[src/rtl/adc_rd_pkg.sv]
package adc_rd_pkg;
   typedef enum logic [2:0] {
      ST_IDLE  = 3'd0,
      ST_START = 3'd1,
      ST_WLOW  = 3'd2,
      ST_WHIGH = 3'd3,
      ST_CAPT  = 3'd4
   } rd_state_e;
endpackage

[src/rtl/adc_rd_sync.sv]
// Multi-flop synchronizer for the busy flag with rising-edge detect.
module adc_rd_sync #(
   parameter int  STAGES  = 2,
   parameter bit  RST_VAL = 1'b1
) (
   input  logic clk,
   input  logic rst_n,
   input  logic d_i,
   output logic q_o,
   output logic rise_o
);
   logic [STAGES-1:0] chain_q;
   logic              prev_q;

   generate
      if (STAGES < 2) begin : g_bad
         $error("adc_rd_sync: STAGES must be at least 2");
      end
   endgenerate

   always_ff @(posedge clk or negedge rst_n) begin
      if (!rst_n) begin
         chain_q <= {STAGES{RST_VAL}};
         prev_q  <= RST_VAL;
      end else begin
         chain_q <= {chain_q[STAGES-2:0], d_i};
         prev_q  <= chain_q[STAGES-1];
      end
   end

   assign q_o    = chain_q[STAGES-1];
   assign rise_o = chain_q[STAGES-1] & ~prev_q;
endmodule

[src/rtl/adc_rd_wdog.sv]
// Wait-limit counter: runs while enabled, flags when the limit is reached.
module adc_rd_wdog #(
   parameter int W = 16
) (
   input  logic         clk,
   input  logic         rst_n,
   input  logic         run_i,
   input  logic [W-1:0] limit_i,
   output logic         expired_o
);
   logic [W-1:0] cnt_q;

   always_ff @(posedge clk or negedge rst_n) begin
      if (!rst_n)     cnt_q <= '0;
      else if (run_i) cnt_q <= cnt_q + 1'b1;
      else            cnt_q <= '0;
   end

   assign expired_o = run_i && (cnt_q == limit_i);
endmodule

[src/rtl/adc_rd_fsm.sv]
// Sequencer: strobe generation, busy tracking, capture and status pulses.
module adc_rd_fsm
   import adc_rd_pkg::*;
#(
   parameter int DATA_W    = 12,
   parameter int START_CYC = 2
) (
   input  logic                     clk,
   input  logic                     rst_n,
   input  logic                     start_i,
   input  logic                     cs_hold_i,
   input  logic                     busy_s_i,
   input  logic                     busy_rise_i,
   input  logic                     expired_i,
   input  logic [DATA_W-1:0]        data_i,
   output logic                     wait_run_o,
   output logic                     rc_o,
   output logic                     cs_n_o,
   output logic signed [DATA_W-1:0] sample_o,
   output logic                     valid_o,
   output logic                     overrun_o,
   output logic                     timeout_o
);
   localparam int SCW = $clog2(START_CYC + 1);
   localparam logic [SCW-1:0] S_LAST = SCW'(START_CYC - 1);

   rd_state_e state_q, state_d;
   logic [SCW-1:0] scnt_q;

   always_comb begin
      state_d = state_q;
      unique case (state_q)
         ST_IDLE:  if (start_i) state_d = ST_START;
         ST_START: if (scnt_q == S_LAST) state_d = ST_WLOW;
         ST_WLOW: begin
            if (expired_i)      state_d = ST_IDLE;
            else if (!busy_s_i) state_d = ST_WHIGH;
         end
         ST_WHIGH: begin
            if (expired_i)        state_d = ST_IDLE;
            else if (busy_rise_i) state_d = ST_CAPT;
         end
         ST_CAPT:  state_d = ST_IDLE;
         default:  state_d = ST_IDLE;
      endcase
   end

   assign wait_run_o = (state_q == ST_WLOW) || (state_q == ST_WHIGH);

   always_ff @(posedge clk or negedge rst_n) begin
      if (!rst_n) begin
         state_q   <= ST_IDLE;
         scnt_q    <= '0;
         rc_o      <= 1'b1;
         cs_n_o    <= 1'b1;
         sample_o  <= '0;
         valid_o   <= 1'b0;
         overrun_o <= 1'b0;
         timeout_o <= 1'b0;
      end else begin
         state_q   <= state_d;
         scnt_q    <= (state_q == ST_START) ? scnt_q + 1'b1 : '0;
         rc_o      <= (state_d != ST_START);
         cs_n_o    <= !(cs_hold_i || (state_d != ST_IDLE));
         valid_o   <= (state_q == ST_CAPT);
         overrun_o <= start_i && (state_q != ST_IDLE);
         timeout_o <= expired_i && wait_run_o;
         if (state_q == ST_CAPT) sample_o <= $signed(data_i);
      end
   end
endmodule

[src/rtl/adc_par_rd_ctrl.sv]
module adc_par_rd_ctrl #(
   parameter int DATA_W      = 12,
   parameter int START_CYC   = 2,
   parameter int SYNC_STAGES = 2,
   parameter int TMO_W       = 16
) (
   input  logic                     clk,
   input  logic                     rst_n,
   input  logic                     start_i,
   input  logic                     cs_hold_i,
   input  logic [TMO_W-1:0]         tmo_limit_i,
   output logic                     rc_o,
   output logic                     cs_n_o,
   input  logic                     busy_i,
   input  logic [DATA_W-1:0]        data_i,
   output logic signed [DATA_W-1:0] sample_o,
   output logic                     valid_o,
   output logic                     overrun_o,
   output logic                     timeout_o
);
   generate
      if (DATA_W < 2) begin : g_bad_w
         $error("adc_par_rd_ctrl: DATA_W must be at least 2");
      end
      if (START_CYC < 2) begin : g_bad_s
         $error("adc_par_rd_ctrl: START_CYC must be at least 2");
      end
      if (TMO_W < 2) begin : g_bad_t
         $error("adc_par_rd_ctrl: TMO_W must be at least 2");
      end
   endgenerate

   logic busy_s, busy_rise, expired, wait_run;

   adc_rd_sync #(.STAGES(SYNC_STAGES), .RST_VAL(1'b1)) u_sync (
      .clk(clk), .rst_n(rst_n), .d_i(busy_i), .q_o(busy_s), .rise_o(busy_rise)
   );

   adc_rd_wdog #(.W(TMO_W)) u_wdog (
      .clk(clk), .rst_n(rst_n), .run_i(wait_run), .limit_i(tmo_limit_i),
      .expired_o(expired)
   );

   adc_rd_fsm #(.DATA_W(DATA_W), .START_CYC(START_CYC)) u_fsm (
      .clk(clk), .rst_n(rst_n), .start_i(start_i), .cs_hold_i(cs_hold_i),
      .busy_s_i(busy_s), .busy_rise_i(busy_rise), .expired_i(expired),
      .data_i(data_i), .wait_run_o(wait_run), .rc_o(rc_o), .cs_n_o(cs_n_o),
      .sample_o(sample_o), .valid_o(valid_o), .overrun_o(overrun_o),
      .timeout_o(timeout_o)
   );
endmodule

[config.mk]
export PLATFORM = sky130hd
export DESIGN_NAME = adc_par_rd_ctrl
export DESIGN_NICKNAME = d
export VERILOG_FILES = /design/src/rtl/adc_rd_pkg.sv /design/src/rtl/adc_rd_sync.sv /design/src/rtl/adc_rd_wdog.sv /design/src/rtl/adc_rd_fsm.sv /design/src/rtl/adc_par_rd_ctrl.sv
export SDC_FILE = /design/constraint.sdc
export NUM_CORES = 1
export LEC_CHECK = 0
export ABC_CLOCK_PERIOD_IN_PS = 1900
export BUFFER_PORTS_ARGS = -buffer_cell sky130_fd_sc_hd__buf_4
export CORE_ASPECT_RATIO = 1.5
export CORE_MARGIN = 2
export CORE_UTILIZATION = 52
export DETAILED_ROUTE_END_ITERATION = 8
export PLACE_DENSITY = 0.86
export SKIP_CTS_REPAIR_TIMING = 1
export SYNTH_ARGS = -nofsm -noshare
export SYNTH_HDL_FRONTEND = slang
export SYNTH_SLANG_ARGS = --single-unit
[constraint.sdc]
create_clock -name clk -period 1.9 [get_ports clk]
set_input_delay 0.19 -clock clk [delete_from_list [all_inputs] [get_ports clk]]
set_output_delay 0.19 -clock clk [all_outputs]
set_load 0.03 [all_outputs]
==> results_dict.tcl, run 1 <==
set metrics [dict create \
    antenna_found_initial 0 \
    drt_iter0_drc 16 \
    worstPathRequired_ns 2.13 \
    drive_above_1_share_pct 36.9 \
    crit_start "u_wdog.cnt_q[0]" \
    mostFrequentLayoutCells "buf_4 (51), dfrtp_1 (36), xnor2_1 (21)" \
    cts_buffers 5 \
    reg2reg_from "u_wdog.cnt_q[0]" \
    max-vdd-ir-drop_v 0.000948 \
    cts_sinks 41 \
    r2r_end "u_wdog.cnt_q[14]" \
    portBuffers 49 \
    cts.path.max_buffers 2 \
    initial_core_util_pct 54.5 \
    syn_nets 198 \
    synth_cells 163 \
    rr_worst_depth 4 \
    fmax_mhz 611 \
    via_per_inst 5.32 \
    htreeDepth 2 \
    slew_headroom_pct 66.4 \
    grt_max_degree 42 \
    syn_area_um2 1880 \
    track_usage_pct 20.2 \
    min_from "cs_hold_i" \
    setup-tns-final_ns 0 \
    drc 0 \
    vias 1377 \
    clk_latency_ns 0.29 \
    yosys.area.top_type "dfrtp_1" \
    fin_util_pct 70.0 \
    nets 251 \
    diodes 0 \
    cp_slowest_stage_delay_ns 0.52 \
    cellLeakagePower_nw 1.08 \
    synth_seq_cells 41 \
    row_count 26 \
    fp.dieH_um 77.7 \
    worstSetupPathType "flop to flop" \
    avgSynthCellArea_um2 11.5 \
    synth_top_area_share_pct 47.9 \
    n_fill_cell 269 \
    cts_tree "yes" \
    yosysWarnings 0 \
    ys_types 34 \
    crit_slowest_cell "or4_1" \
    p_per_area_nw_per_um2 1120 \
    netlist_top_cells_area "dfrtp_1 (48%), xnor2_1 (9.8%), dfstp_2 (7.0%)" \
    reg2reg_slack_ns 0.26 \
    worstSetupStartpointType "flop" \
    rsz0062_at_grt "no" \
    root_buffer "clkbuf_8" \
    routedWlPerCell_um 14.3 \
    antenna_left 0 \
    finClkSkew_ns 0.00602 \
    crit_end "u_wdog.cnt_q[14]" \
    worst_slew_pin_slew_ns 0.504 \
    place.detailed.hpwl_um 2790 \
    final_common_cell "buf_4" \
    area_growth_syn_to_layout_pct 28.3 \
    crit_chain "ha_1 > nand3_4 > or4_1 > a21oi_1" \
    drt-total-wl_um 3710 \
    die_area_um2 4120 \
    die_width_um 53.1 \
    hold_class "input port to flop" \
    power_mw 2.70 \
    core_um2 3450 \
    maxSlewViolCount 0 \
    end_kind "flop" \
    ioPinCount 50 \
    drt-pass1-iter-count 4 \
    critPathArrivalTime_ns 1.86 \
    setup_violations 0 \
    grt-ovfl-total 0 \
    status "completed" \
    synth-seq-area-share_pct 54.9 \
    grt_pass1_vias 1496 \
    clkSlewWorstSetupHoldPaths_ns 0.08 \
    grt_pass1_wl_um 6180 \
    gp_congestion 0.759 \
    worst-path-max-fanout 6 \
    finalCritPeriodShare_pct 86.1 \
    min_period_ns 1.64 \
    finalHoldViolCount 0 \
    cap_viol_max_count 0 \
]
through the flow:
stage / setup WS (ns) / instances / hold WS (ns) / cell area (um^2)
after global placement: 0.343 / 249 / 0.196 / 2290
final: 0.264 / 259 / 0.0365 / 2410
after CTS: 0.243 / 257 / -0.118 / 2390
after floorplan: 0.268 / 163 / -0.106 / 1880
after detailed placement: 0.260 / 249 / 0.198 / 2290
after global routing: 0.153 / 259 / 0.0406 / 2410
flip-flops by register name (all words and copies together) (netlist names):
register and cells:
u_fsm.timeout_o 1, u_sync.prev_q 1, u_fsm.cs_n_o 1, u_fsm.scnt_q 2
u_sync.chain_q 2, u_fsm.rc_o 1, u_fsm.valid_o 1, u_wdog.cnt_q 16
u_fsm.overrun_o 1, u_fsm.state_q 3, u_fsm.sample_o 12
kinds of logic after synthesis:
kind of cell	count (synthesis)	synth area share (%)
multiplexers	13	7.72
AO/OA/AOI/OAI	11	3.66
AND/OR/NAND/NOR	59	17.6
flip-flops	41	54.9
buffers and inverters	10	2.20
XOR/XNOR	27	12.6
adder cells (fa/ha/maj)	2	1.33
synth_stat cells:
library cell	instances
dfstp_2	5
or4_1	2
xnor2_1	21
mux2i_1	1
clkbuf_2	1
a21boi_0	1
nand2b_1	1
nand2_1	6
a21oi_1	3
buf_2	2
nor2_1	17
o2bb2ai_1	1
inv_1	3
o21ai_0	3
and4_4	1
nand4_2	1
nor2b_1	2
nand3_4	1
and2_1	2
nand4_1	8
clkbuf_1	4
ha_1	2
nand3_1	6
nor3_1	4
xor2_1	6
or3_1	1
dfrtp_1	36
mux2_1	1
nor4_1	3
nor3b_1	1
and3_1	2
mux2_2	11
o31ai_1	3
nor4_2	1
metal layers:
metal / global-route usage (%) / vias up / wire length (um)
met5: 0 / - / 0
met4: 10.5 / 0 / 107
met3: 4.04 / 10 / 193
met2: 34.0 / 40 / 2000
met1: 23.4 / 658 / 1410
li1: - / 669 / -
final cells by class:
type	count	area [um^2]	area share [%]
sequential	41	1030	42.8
multi-input combinational	112	812	33.7
timing repair buffer	53	403	16.7
clock buffer	7	96.3	3.99
tap	42	52.6	2.18
inverter	3	11.3	0.467
clock inverter	1	5.00	0.207
worst max-delay path: cells and delay by family, from the launching register on:
kind	cells	cell delay, ns
AO/OA/AOI/OAI	1	0.15
adder cells (fa/ha/maj)	1	0.35
AND/OR/NAND/NOR	2	0.64
flip-flops	1	0.44
power by group:
group	switching [mW]	internal [mW]
registers	0.144	1.06
clock network	0.294	0.328
logic	0.491	0.378
worst min-delay path by stage:
stage                    endpoint  slack (ns)  cells after the start
4_1_cts        u_fsm.sample_o[11]       -0.12                      1
2_1_floorplan     u_fsm.overrun_o       -0.11                      0
3_5_place_dp   u_fsm.sample_o[11]        0.20                      1
5_1_grt              u_fsm.cs_n_o        0.04                      2
3_3_place_gp   u_fsm.sample_o[11]        0.20                      1
6_report             u_fsm.cs_n_o        0.04                      2
Note: power is estimated with default switching activity, not from simulation.
==> run 2, diff against run 1 <==
- PLACE_DENSITY: 0.86 -> 0.79
==> run 2 against run 1 <==
Combinational power rose by 0.9%. Utilization fell by 0.44 points. Sequential power barely moved. Total power fell by 2.8%. Count of clock-buffer cells in the layout fell by 2. First-iteration DRC count rose to 3.2 times the previous value. Wire length rose by 0.59%. Sequential share of layout area rose by 0.27 points. Final area fell by 0.62%. Final cell count did not move. Critical endpoint unchanged. Largest cell class unchanged. Highest routed layer unchanged.
==> results_dict.tcl, run 2 (synthesized netlist as in run 1, its figures left out) <==
set metrics [dict create \
    drt-total-wl_um 3730 \
    fmax_mhz 585 \
    end_kind "flop" \
    p_per_area_nw_per_um2 1090 \
    regMostFlops "u_wdog.cnt_q" \
    die_area_um2 4120 \
    grt_pass1_wl_um 6150 \
    worst_slew_pin_slew_ns 0.517 \
    cts_buffers 5 \
    cts_sinks 41 \
    nets 251 \
    reg2reg_slack_ns 0.19 \
    worstSetupStartpointType "flop" \
    final_cell_area_um2 2400 \
    root_buffer "clkbuf_8" \
    initial_core_util_pct 54.5 \
    critPathArrivalTime_ns 1.92 \
    clk_latency_ns 0.29 \
    cp_slowest_stage_delay_ns 0.51 \
    cts_tree "yes" \
    routedWlPerCell_um 14.4 \
    grt_pass1_vias 1400 \
    diodes 0 \
    gp_congestion 0.862 \
    die_width_um 53.1 \
    holdPathStages 2 \
    drt-pass1-iter-count 4 \
    switching_share_pct 35.4 \
    mostFrequentLayoutCells "buf_4 (51), dfrtp_1 (36), xnor2_1 (21)" \
    reg2reg_from "u_wdog.cnt_q[0]" \
    dpl_cell_area_um2 2290 \
    crit_slowest_cell "or4_1" \
    min_period_ns 1.71 \
    drt_iter0_drc 51 \
    vias 1396 \
    power.share.sequential_pct 46.0 \
    place.detailed.hpwl_um 2780 \
    finClkSkew_ns 0.00568 \
    grt_max_degree 42 \
    critical_path_buf_inv_count 0 \
    finalCritPeriodShare_pct 89.9 \
    slew_headroom_pct 65.3 \
    n_fill_cell 261 \
    hold_class "input port to flop" \
    core_um2 3450 \
    rsz0062_at_grt "no" \
    maxSlewViolCount 0 \
    worstPathRequired_ns 2.11 \
    setup-tns-final_ns 0 \
    power_mw 2.62 \
    grt-ovfl-total 0 \
    finalHoldViolCount 0 \
    worst-path-max-fanout 6 \
    via_per_inst 5.39 \
    fp.dieH_um 77.7 \
    max-vdd-ir-drop_v 0.000901 \
    clkSlewWorstSetupHoldPaths_ns 0.08 \
    min_from "cs_hold_i" \
    cts.path.max_buffers 2 \
    cp_top_family "simple AND/OR/NAND/NOR gates" \
    drc 0 \
    comb_power_share_pct 33.4 \
    worstSetupPathType "flop to flop" \
    setup_violations 0 \
    ioPinCount 50 \
    crit_chain "ha_1 > nand3_4 > or4_1 > a21oi_1" \
    cap_viol_max_count 0 \
    whs_endpoint "u_fsm.cs_n_o" \
    row_count 26 \
    status "completed" \
    switching_power_uw 928 \
    antenna_left 0 \
    r2r_end "u_wdog.cnt_q[14]" \
    p_clk_share_pct 20.6 \
    antenna_found_initial 0 \
    reg_top3 "u_wdog.cnt_q: 16 flops, u_fsm.sample_o: 12 flops, u_fsm.state_q: 3 flops" \
    rr_worst_depth 4 \
    area_growth_syn_to_layout_pct 27.5 \
    internal_power_mw 1.70 \
    portBuffers 49 \
    track_usage_pct 20.3 \
    htreeDepth 2 \
    largest_reg_flops 16 \
    drive_above_1_share_pct 36.9 \
    final_common_cell "buf_4" \
    cellLeakagePower_nw 1.07 \
]
-- run 2: cell types whose count changed in the layout (fill, tap and decap cells not counted) --
cell,previous run,this run
clkbuf_8,7,5
clkinv_2,1,2
clkinvlp_4,0,1
-- run 2: per-layer routing --
metal / up-vias / part of all wire (%) / GRT usage (%)
li1: 665 / - / -
met1: 677 / 40 / 24.3
met2: 52 / 54 / 33.8
met3: 2 / 5.3 / 6.15
met4: 0 / 0.62 / 6.92
met5: - / 0 / 0
-- run 2: stage by stage --
stage / instances / util (%) / hold slack, ns / setup WS [ns]
after global placement: 249 / 66.4 / 0.187 / 0.342
after detailed placement: 249 / 66.4 / 0.191 / 0.227
final: 259 / 69.5 / 0.0376 / 0.192
after floorplan: 163 / - / -0.106 / 0.268
after global routing: 259 / 69.5 / 0.0207 / 0.105
after CTS: 257 / 68.9 / -0.128 / 0.220
-- run 2: power by group through the flow --
stage | sequential (mW) | clock (mW) | combinational [mW]
5_1_grt | 1.24 | 0.604 | 0.940
6_report | 1.21 | 0.540 | 0.877
3_5_place_dp | 1.22 | 0 | 0.877
4_1_cts | 1.21 | 0.567 | 0.879
3_3_place_gp | 1.21 | 0 | 0.856
2_1_floorplan | 1.40 | 0 | 0.341
-- run 2: final cells by class --
cell class                      count  area [um^2]  area share [%]
Sequential cell                    41         1030            43.1
Multi-Input combinational cell    112          812            33.9
Timing Repair Buffer               53          403            16.8
Clock buffer                        5         68.8            2.87
Tap cell                           42         52.6            2.19
Clock inverter                      3         17.5           0.731
Inverter                            3         11.3           0.470
-- run 2: worst max path at each step --
stage | endpoint | slack, ns | depth (start not counted) | from
CTS | u_wdog.cnt_q[12] | 0.22 | 4 | u_wdog.cnt_q[0]
floorplan | u_fsm.sample_o[10] | 0.27 | 4 | u_fsm.state_q[0]
global route | u_wdog.cnt_q[14] | 0.11 | 4 | u_wdog.cnt_q[0]
global placement | u_wdog.cnt_q[14] | 0.34 | 4 | u_wdog.cnt_q[0]
finish | u_wdog.cnt_q[14] | 0.19 | 4 | u_wdog.cnt_q[0]
detailed placement | u_wdog.cnt_q[12] | 0.23 | 4 | u_wdog.cnt_q[0]
